`config.mk`:
```
export PLATFORM = sky130hd
export DESIGN_NAME = dual_wdog
export DESIGN_NICKNAME = d
export VERILOG_FILES = /design/src/rtl/wdg_pkg.sv /design/src/rtl/wdg_decode.sv /design/src/rtl/wdg_period.sv /design/src/rtl/wdg_stage.sv /design/src/rtl/dual_wdog.sv
export SDC_FILE = /design/constraint.sdc
export NUM_CORES = 1
export LEC_CHECK = 0
export ABC_AREA = 1
export CAP_MARGIN = 25
export CORE_MARGIN = 2
export CORE_UTILIZATION = 45
export CTS_CLUSTER_SIZE = 30
export DETAILED_ROUTE_END_ITERATION = 12
export PLACE_DENSITY = 0.74
export REMOVE_ABC_BUFFERS = 1
export SETUP_SLACK_MARGIN = 0.02
export SYNTH_ARGS = -nofsm -noshare
export SYNTH_HDL_FRONTEND = slang
export SYNTH_SLANG_ARGS = --single-unit
```
`constraint.sdc`:
```
create_clock -name clk -period 7.35 [get_ports clk]
set_input_delay 0.735 -clock clk [delete_from_list [all_inputs] [get_ports clk]]
set_output_delay 0.735 -clock clk [all_outputs]
set_load 0.02 [all_outputs]
```
`src/rtl/wdg_pkg.sv`:
```
package wdg_pkg;

    localparam int unsigned REG_AW  = 12;
    localparam int unsigned DATA_W  = 32;
    localparam int unsigned CNT_W   = 64;

    localparam logic [REG_AW-1:0] A_CTRL    = 12'h000;
    localparam logic [REG_AW-1:0] A_PER_LO  = 12'h008;
    localparam logic [REG_AW-1:0] A_PER_HI  = 12'h00C;
    localparam logic [REG_AW-1:0] A_DL_LO   = 12'h010;
    localparam logic [REG_AW-1:0] A_DL_HI   = 12'h014;
    localparam logic [REG_AW-1:0] A_KICK    = 12'h000;
    localparam logic [REG_AW-1:0] A_IDENT   = 12'hFCC;

    // write events decoded from both frames for one cycle
    typedef struct packed {
        logic              kick;
        logic              ctl_wr;
        logic              en_val;
        logic              per_lo_wr;
        logic              per_hi_wr;
        logic              dl_lo_wr;
        logic              dl_hi_wr;
        logic [DATA_W-1:0] data;
    } wdg_cmd_t;

    typedef struct packed {
        logic stage2;
        logic stage1;
        logic enable;
    } wdg_stat_t;

    function automatic int unsigned per_width(int unsigned ver);
        return (ver == 0) ? 32 : 48;
    endfunction

    function automatic logic [DATA_W-1:0] ident_word(int unsigned ver);
        logic [DATA_W-1:0] w;
        w        = '0;
        w[19:16] = 4'(ver);
        return w;
    endfunction

endpackage

```
`src/rtl/wdg_decode.sv`:
```
module wdg_decode
    import wdg_pkg::*;
#(
    parameter int unsigned VERSION = 1
) (
    input  logic              ctl_we,
    input  logic [REG_AW-1:0] ctl_addr,
    input  logic [DATA_W-1:0] ctl_wdata,
    input  logic              rfr_we,
    input  logic [REG_AW-1:0] rfr_addr,
    input  logic              en_q,
    output wdg_cmd_t          cmd
);
    localparam bit HAS_HI = (per_width(VERSION) > DATA_W);

    logic per_any;

    always_comb begin
        cmd           = '0;
        cmd.data      = ctl_wdata;
        cmd.ctl_wr    = ctl_we && (ctl_addr == A_CTRL);
        cmd.en_val    = ctl_wdata[0];
        cmd.per_lo_wr = ctl_we && (ctl_addr == A_PER_LO);
        cmd.per_hi_wr = HAS_HI && ctl_we && (ctl_addr == A_PER_HI);
        cmd.dl_lo_wr  = ctl_we && (ctl_addr == A_DL_LO);
        cmd.dl_hi_wr  = ctl_we && (ctl_addr == A_DL_HI);
        per_any       = cmd.per_lo_wr || cmd.per_hi_wr;
        cmd.kick      = (rfr_we && (rfr_addr == A_KICK)) || cmd.ctl_wr
                        || (per_any && en_q);
    end

endmodule

```
`src/rtl/wdg_period.sv`:
```
module wdg_period
    import wdg_pkg::*;
#(
    parameter int unsigned VERSION = 1
) (
    input  logic              clk,
    input  logic              rst,
    input  logic              lo_wr,
    input  logic              hi_wr,
    input  logic [DATA_W-1:0] data,
    output logic [CNT_W-1:0]  per_q,
    output logic [CNT_W-1:0]  per_nx
);
    localparam int unsigned PW  = per_width(VERSION);
    localparam int unsigned HIW = PW - DATA_W;

    logic [DATA_W-1:0] lo_q, lo_nx;

    always_comb lo_nx = lo_wr ? data : lo_q;

    always_ff @(posedge clk) begin
        if (rst) lo_q <= '0;
        else     lo_q <= lo_nx;
    end

    generate
        if (HIW > 0) begin : g_wide
            logic [HIW-1:0] hi_q, hi_nx;
            always_comb hi_nx = hi_wr ? data[HIW-1:0] : hi_q;
            always_ff @(posedge clk) begin
                if (rst) hi_q <= '0;
                else     hi_q <= hi_nx;
            end
            assign per_q  = {{(CNT_W-PW){1'b0}}, hi_q, lo_q};
            assign per_nx = {{(CNT_W-PW){1'b0}}, hi_nx, lo_nx};
        end else begin : g_narrow
            logic unused_hi;
            assign unused_hi = hi_wr;
            assign per_q  = {{(CNT_W-DATA_W){1'b0}}, lo_q};
            assign per_nx = {{(CNT_W-DATA_W){1'b0}}, lo_nx};
        end
    endgenerate

endmodule

```
`src/rtl/wdg_stage.sv`:
```
module wdg_stage
    import wdg_pkg::*;
(
    input  logic             clk,
    input  logic             rst,
    input  logic [CNT_W-1:0] sys_cnt,
    input  wdg_cmd_t         cmd,
    input  logic [CNT_W-1:0] per_q,
    input  logic [CNT_W-1:0] per_nx,
    output wdg_stat_t        stat_q,
    output logic [CNT_W-1:0] dl_q
);
    logic expired;

    always_comb expired = stat_q.enable && (sys_cnt >= dl_q);

    always_ff @(posedge clk) begin
        if (rst) begin
            stat_q <= '0;
            dl_q   <= '0;
        end else begin
            if (cmd.ctl_wr) stat_q.enable <= cmd.en_val;
            if (cmd.kick) begin
                // refresh wins over a same-cycle expiry
                dl_q <= sys_cnt + per_nx;
                if (stat_q.enable) stat_q.stage1 <= 1'b0;
            end else if (cmd.dl_lo_wr || cmd.dl_hi_wr) begin
                if (cmd.dl_lo_wr) dl_q[31:0]  <= cmd.data;
                if (cmd.dl_hi_wr) dl_q[63:32] <= cmd.data;
            end else if (expired) begin
                if (!stat_q.stage1) begin
                    stat_q.stage1 <= 1'b1;
                    dl_q          <= sys_cnt + per_q;
                end else begin
                    stat_q.stage2 <= 1'b1;
                end
            end
        end
    end

endmodule

```
`src/rtl/dual_wdog.sv`:
```
module dual_wdog
    import wdg_pkg::*;
#(
    parameter int unsigned VERSION = 1
) (
    input  logic              clk,
    input  logic              rst,
    input  logic [CNT_W-1:0]  sys_cnt,
    input  logic              ctl_we,
    input  logic [REG_AW-1:0] ctl_addr,
    input  logic [DATA_W-1:0] ctl_wdata,
    output logic [DATA_W-1:0] ctl_rdata,
    input  logic              rfr_we,
    input  logic [REG_AW-1:0] rfr_addr,
    input  logic [DATA_W-1:0] rfr_wdata,
    output logic [DATA_W-1:0] rfr_rdata,
    output logic              stage1_irq,
    output logic              stage2_rst_req
);
    localparam logic [DATA_W-1:0] ID_VAL = ident_word(VERSION);

    wdg_cmd_t         cmd;
    wdg_stat_t        stat_q;
    logic [CNT_W-1:0] per_q, per_nx, dl_q;
    logic             en_q;
    logic             unused_rfr;

    assign unused_rfr = ^rfr_wdata;
    assign en_q       = stat_q.enable;

    wdg_decode #(.VERSION(VERSION)) u_dec (
        .ctl_we   (ctl_we),
        .ctl_addr (ctl_addr),
        .ctl_wdata(ctl_wdata),
        .rfr_we   (rfr_we),
        .rfr_addr (rfr_addr),
        .en_q     (en_q),
        .cmd      (cmd)
    );

    wdg_period #(.VERSION(VERSION)) u_per (
        .clk   (clk),
        .rst   (rst),
        .lo_wr (cmd.per_lo_wr),
        .hi_wr (cmd.per_hi_wr),
        .data  (cmd.data),
        .per_q (per_q),
        .per_nx(per_nx)
    );

    wdg_stage u_stg (
        .clk    (clk),
        .rst    (rst),
        .sys_cnt(sys_cnt),
        .cmd    (cmd),
        .per_q  (per_q),
        .per_nx (per_nx),
        .stat_q (stat_q),
        .dl_q   (dl_q)
    );

    always_comb begin
        case (ctl_addr)
            A_CTRL:   ctl_rdata = {{(DATA_W-3){1'b0}}, stat_q};
            A_PER_LO: ctl_rdata = per_q[31:0];
            A_PER_HI: ctl_rdata = per_q[63:32];
            A_DL_LO:  ctl_rdata = dl_q[31:0];
            A_DL_HI:  ctl_rdata = dl_q[63:32];
            A_IDENT:  ctl_rdata = ID_VAL;
            default:  ctl_rdata = '0;
        endcase
        rfr_rdata = (rfr_addr == A_IDENT) ? ID_VAL : '0;
    end

    assign stage1_irq     = stat_q.stage1;
    assign stage2_rst_req = stat_q.stage2;

endmodule

```
; After elaboration in Yosys (flattened, before gate mapping)
; Index checks and enable logic that the tools add are counted.
[word_totals]
word_cells = 57
ff_bits = 115
output_inout_bits = 66
input_bits = 156
[classes]
addsub = 2
n_mux = 14
eq_ne = 11
reduce_logical = 20
bitwise_logic = 2
n_lt_le_gt_ge = 1
[op_table]
columns = cell, n
row1 = 2-to-1 mux 64 bit, 4
row2 = one-hot mux 32 bit (6 select lines), 1
row3 = adder 64 x 48 -> 64 bit, 2
row4 = 2-to-1 mux 32 bit, 3
row5 = greater-or-equal comparator 64 bit, 1
row6 = == test 12 bit (second input constant), 2
row7 = == test 12 x 4 -> 1 bit (second input constant), 2
row8 = == test 12 x 5 -> 1 bit (second input constant), 2
row9 = logical NOT 12 bit, 2
row10 = 2-to-1 mux 17 bit, 1
row11 = 2-to-1 mux 16 bit, 1
row12 = AND reduction 3 bit, 3
row13 = logical AND 1 bit, 8
row14 = inequality test 3 x 2 -> 1 bit (second input constant), 2
row15 = logical OR 1 bit, 4
row16 = 2-to-1 mux 1 bit, 4
row17 = AND reduction 4 bit, 1
row18 = inequality test 3 bit (second input constant), 1
row19 = nonzero test 3 bit, 1
row20 = inequality test 2 x 1 -> 1 bit (second input constant), 1
row21 = inequality test 2 bit (second input constant), 1
row22 = inverter 1 bit, 2
row23 = nonzero test 2 bit, 1

; Depth between registers and ports, before layout
[depth]
word_depth = 7
depth_mapped = 29
ltp_nobuf = 27

; Cells and area by module
; A second synthesis with hierarchy kept.
[unflattened]
cells_unflattened = 4069
area_unflattened_um2 = 21325.5
[modules_own_cells]
columns = module, instances, area_per_inst_um2, cells_per_inst, seq_area_each_um2
row1 = wdg_stage, 1, 16487.1, 3272, 1341.3
row2 = wdg_period, 1, 2855.2, 418, 960.9
row3 = dual_wdog, 1, 1554.0, 302, 0.0
row4 = wdg_decode, 1, 429.2, 77, 0.0

; Worst setup path before layout
; OpenSTA, ideal clock, no wires.
[synth_path]
path_type = input port to flip-flop
from = input ctl_addr[7]
to = register u_stg.dl_q[28]
stages = 26
path_buffers = 3
arrival_ns = 3.737
setup_time_ns = 0.113
setup_slack_ns = 3.500
path_cell_list = nor2_1 -> nand2_1 -> nor2_4 -> nand4_1 -> clkbuf_1 -> inv_1 -> buf_2 -> buf_2 -> a21oi_1 -> ha_1 -> inv_1 -> fa_1 -> inv_1 -> nand3_1 -> nand3_1 -> nand2_1 -> nand2_1 -> nand2_1 -> nand2_1 -> nand2_1 -> nand2_1 -> or2_2 -> nand3_1 -> nand3_1 -> nor2_1 -> nor2_1
[synth_lines]
columns = item, line
row1 = start: declaration, dual_wdog.sv:10  ; input logic [REG_AW-1:0] ctl_addr,
row2 = == test 12 x 4 -> 1 bit, wdg_decode.sv:23  ; cmd.per_lo_wr = ctl_we && (ctl_addr == A_PER_LO);
row3 = logical AND 1 bit, wdg_decode.sv:23
row4 = 2-to-1 mux 32 bit, wdg_period.sv:19  ; always_comb lo_nx = lo_wr ? data : lo_q;
row5 = via per_nx[0], dual_wdog.sv:24  ; logic [CNT_W-1:0] per_q, per_nx, dl_q;
row6 = adder 64 x 48 -> 64 bit, wdg_stage.sv:25  ; dl_q <= sys_cnt + per_nx;
row7 = 2-to-1 mux 64 bit, wdg_stage.sv:23  ; if (cmd.kick) begin
row8 = end signal: assignment, wdg_stage.sv:25
row9 = end signal: assignment, wdg_stage.sv:28  ; if (cmd.dl_lo_wr) dl_q[31:0] <= cmd.data;
row10 = end signal: assignment, wdg_stage.sv:33  ; dl_q <= sys_cnt + per_q;
row11 = end: declaration, wdg_stage.sv:11  ; output logic [CNT_W-1:0] dl_q
; The timed path passes the listed nets, and every way through them passes these cells.
; A chain may end at the register's enable or synchronous reset.

; Worst setup path after layout
[layout_path]
from = input ctl_addr[7]
to = register u_stg.dl_q[43]
; The elaborated chain is that of the path after synthesis.

==> impl_metrics.csv <==
group,metric,value,unit
routing,route.vias.total,23300,
clock_network,htree_levels,4,
power_and_ir_drop,ir_drop,182,µV
sta,period_share,72.3,%
finish,final_nets,3974,
finish,layout_commonest_cell,"nand2_1",
job,timing.max_cap.violations,0,
finish,fin_area,21200,µm²
finish,ff_latch_area,2300,µm²
setup_path,endpoint_kind,"flop",
finish,multiInputGateArea,13300,µm²
finish,final_cell_mix,"1257 x nand2_1, 668 x inv_1, 374 x nor2_1",
floorplan,pin_count,222,
global_routing,grt_pass1_wl,137000,µm
worst_hold_path,hold_depth,2,
global_routing,grt_pass1_vias,21300,
setup_path,worstPathArrival,5.76,ns
clock_network,cts_root_buf,"clkbuf_16",
floorplan,start_util,45.6,%
finish,n_antenna_cell,0,
yosys,syn_area,18600,µm²
setup_path,worstReg2RegEnd,"u_stg.dl_q[56]$_SDFFE_PP0P_",
sta,timing.final.crit_period,5.32,ns
routing,dr.first_iter.drc_count,2779,
power_and_ir_drop,power.leakage,11.7,nW
setup_path,regToRegSetupSlack,2.99,ns
clock_network,clockBufferDepth,2,
routing,ant_nets,0,
clock_network,hold_buffers,0,
placement,placed_cell_area,20500,µm²
routing,totalWireLength,95100,µm
finish,drive_gt1_share,2.78,%
worst_hold_path,worstHoldStart,"u_stg.dl_q[2]$_SDFFE_PP0P_",
routing,drc_errors,0,
global_routing,grt.total_usage,43.2,%
clock_network,postCtsSetupBuffers,0,
floorplan,core_area,40800,µm²
status,status,"finished, final reports clean",
setup_path,cp.required,7.79,ns
placement,dpl_worst_slack,1.74,ns
sta,worstMarginPinSlew,1.16,ns
power_and_ir_drop,power_density,93.4,nW/µm²
global_routing,grt_max_degree,65,
global_routing,grt_overflow,0,
setup_path,cp_max_fo,28,
floorplan,num_rows,74,
sta,max_slew_margin,22.5,%
yosys,syn_avg_cell_area,5.28,µm²
yosys,yosysWarnings,0,
clock_network,clock_latency,0.51,ns
finish,syn2layout_area_growth,13.8,%
routing,dr.pass1.iters,7,
sta,setup_tns,0,ns
placement,hpwlAfterDp,79400,µm
setup_path,rr_startpoint,"u_stg.dl_q[55]$_SDFFE_PP0P_",
sta,fmax,0.188,GHz
finish,fin_util,51.9,%
sta,drv_slew,0,
sta,grt_setup_unrepaired,"no",
floorplan,die_w,207,µm
setup_path,startpoint_type,"input port",
finish,fill_cells,4604,
yosys,ys_top_cells_by_area,"nand2_1 25%, inv_1 13%, dfxtp_1 12%",
placement,portBuffers,158,
yosys,ys_seq_area_share,12.4,%
yosys,synth_top_area_share,25.4,%
yosys,synth_cell_types,48,
setup_path,setup.worst_path.class,"input port to flop",
yosys,synth_cells,3526,
worst_hold_path,hold_class,"flop to flop",
placement,place_congestion,1.11,
routing,via_per_inst,5.56,
clock_network,cts_made_buffers,17,
sta,clock_skew,0.0215,ns
sta,final_hold_viol_count,0,
clock_network,cts_sinks,115,
sta,setup_ws,2.03,ns
floorplan,die_area,43000,µm²
clock_network,cts_tree,"done",
routing,routedWlPerCell,22.7,µm
floorplan,fp.dieH,207,µm
yosys,ys_ff_latch,115,
global_routing,antenna_found_initial,1,
sta,setup_viol,0,
clock_network,ctsResizeCount,0,
worst_hold_path,whs_endpoint,"u_stg.dl_q[2]$_SDFFE_PP0P_",
setup_path,reg2reg_depth,15,
yosys,netlist.top_cell.by_area,"nand2_1",
clock_network,cts.clk_slew.worst_paths,0.07,ns
## through the flow
stage / hold slack, ns / power [mW] / std cells
after detailed placement: 0.461 / 1.04 / 4162
after global placement: 0.450 / 1.04 / 4162
final: 0.465 / 1.98 / 4195
after global routing: 0.499 / 2.03 / 4195
after floorplan: 0.435 / 0.839 / 3456
after CTS: 0.471 / 1.97 / 4194
## cell families after synthesis
logic type | after synthesis | share of synthesized area [%]
AND/OR/NAND/NOR | 2059 | 45.8
buffers and inverters | 772 | 16.7
AO/OA/AOI/OAI | 363 | 11.5
adder cells (fa/ha/maj) | 168 | 11.4
flip-flops | 115 | 12.4
XOR/XNOR | 48 | 2.26
other | 1 | 0.0202
## power breakdown
part	internal (mW)	leakage [nW]	total (mW)	switching (mW)
registers	0.624	0.926	0.624	0.000221
clock network	0.570	0.307	0.936	0.366
logic	0.145	10.5	0.418	0.273
## metal layers
metal	vias up	GRT usage, %	part of all wire, %
li1	11200	-	-
met1	10500	57.3	41
met2	1341	65.6	42
met3	230	10.8	11
met4	2	20.2	5.3
met5	-	0	0.014
## cell type report
class,count,share of cell area (%)
clock buffers,22,2.29
clock inverters,10,0.691
inverters,672,11.9
multi-input cells,2669,62.9
flip-flops and latches,115,10.9
well taps,532,3.14
repair buffers,175,8.14
## how the worst max path moves through the flow
stage                      startpoint                           to  slack, ns  depth (start not counted)
after detailed placement  ctl_addr[7]  u_stg.dl_q[60]$_SDFFE_PP0P_       1.74                         29
after CTS                 ctl_addr[7]  u_stg.dl_q[60]$_SDFFE_PP0P_       2.25                         29
after global routing      ctl_addr[6]  u_stg.dl_q[43]$_SDFFE_PP0P_       1.77                         24
after floorplan           ctl_addr[7]  u_stg.dl_q[28]$_SDFFE_PP0P_       2.41                         23
final                     ctl_addr[7]  u_stg.dl_q[43]$_SDFFE_PP0P_       2.03                         23
after global placement    ctl_addr[7]  u_stg.dl_q[43]$_SDFFE_PP0P_       1.79                         25
## cell usage after synthesis, drive strengths merged
master / count
nor2: 380
o22ai: 3
o21a: 5
a21boi: 2
xor2: 34
fa: 2
nand3b: 26
inv: 671
ha: 166
dfxtp: 115
nand2: 1264
or2: 27
o221ai: 16
o21bai: 8
a211oi: 47
clkinv: 1
xnor2: 14
clkbuf: 28
o211ai: 10
a221oi: 14
a21oi: 189
o21ai: 68
and3: 3
and2: 7
conb: 1
nand4: 33
buf: 72
nand3: 277
nor3b: 1
nor3: 27
nor4: 14
a21o: 1
## sequential cells by signal, summed over array words and instances (netlist names)
name,count
u_per.lo_q,32
u_per.g_wide.hi_q,16
u_stg.dl_q,64
u_stg.stat_q,3
## worst max-delay path, cell delays in order
cell and delay (ns):
clkdlybuf4s50_1 0.42, nor2_1 0.15, nand2_1 0.15, nor2_4 0.27, nand4_1 0.11, buf_4 0.25
inv_2 0.47, a21oi_1 0.18, ha_1 0.45, nand3_1 0.14, nand3_1 0.31, nand2_1 0.09
nand2_1 0.23, nand2_1 0.08, nand2_1 0.37, nand2_1 0.10, nand2_1 0.35, nand2_1 0.17
nand3_1 0.12, nand3_1 0.21, nand3_1 0.18, nor2_1 0.05, nor2_1 0.13
No activity file was read; power rests on OpenSTA's default activity.
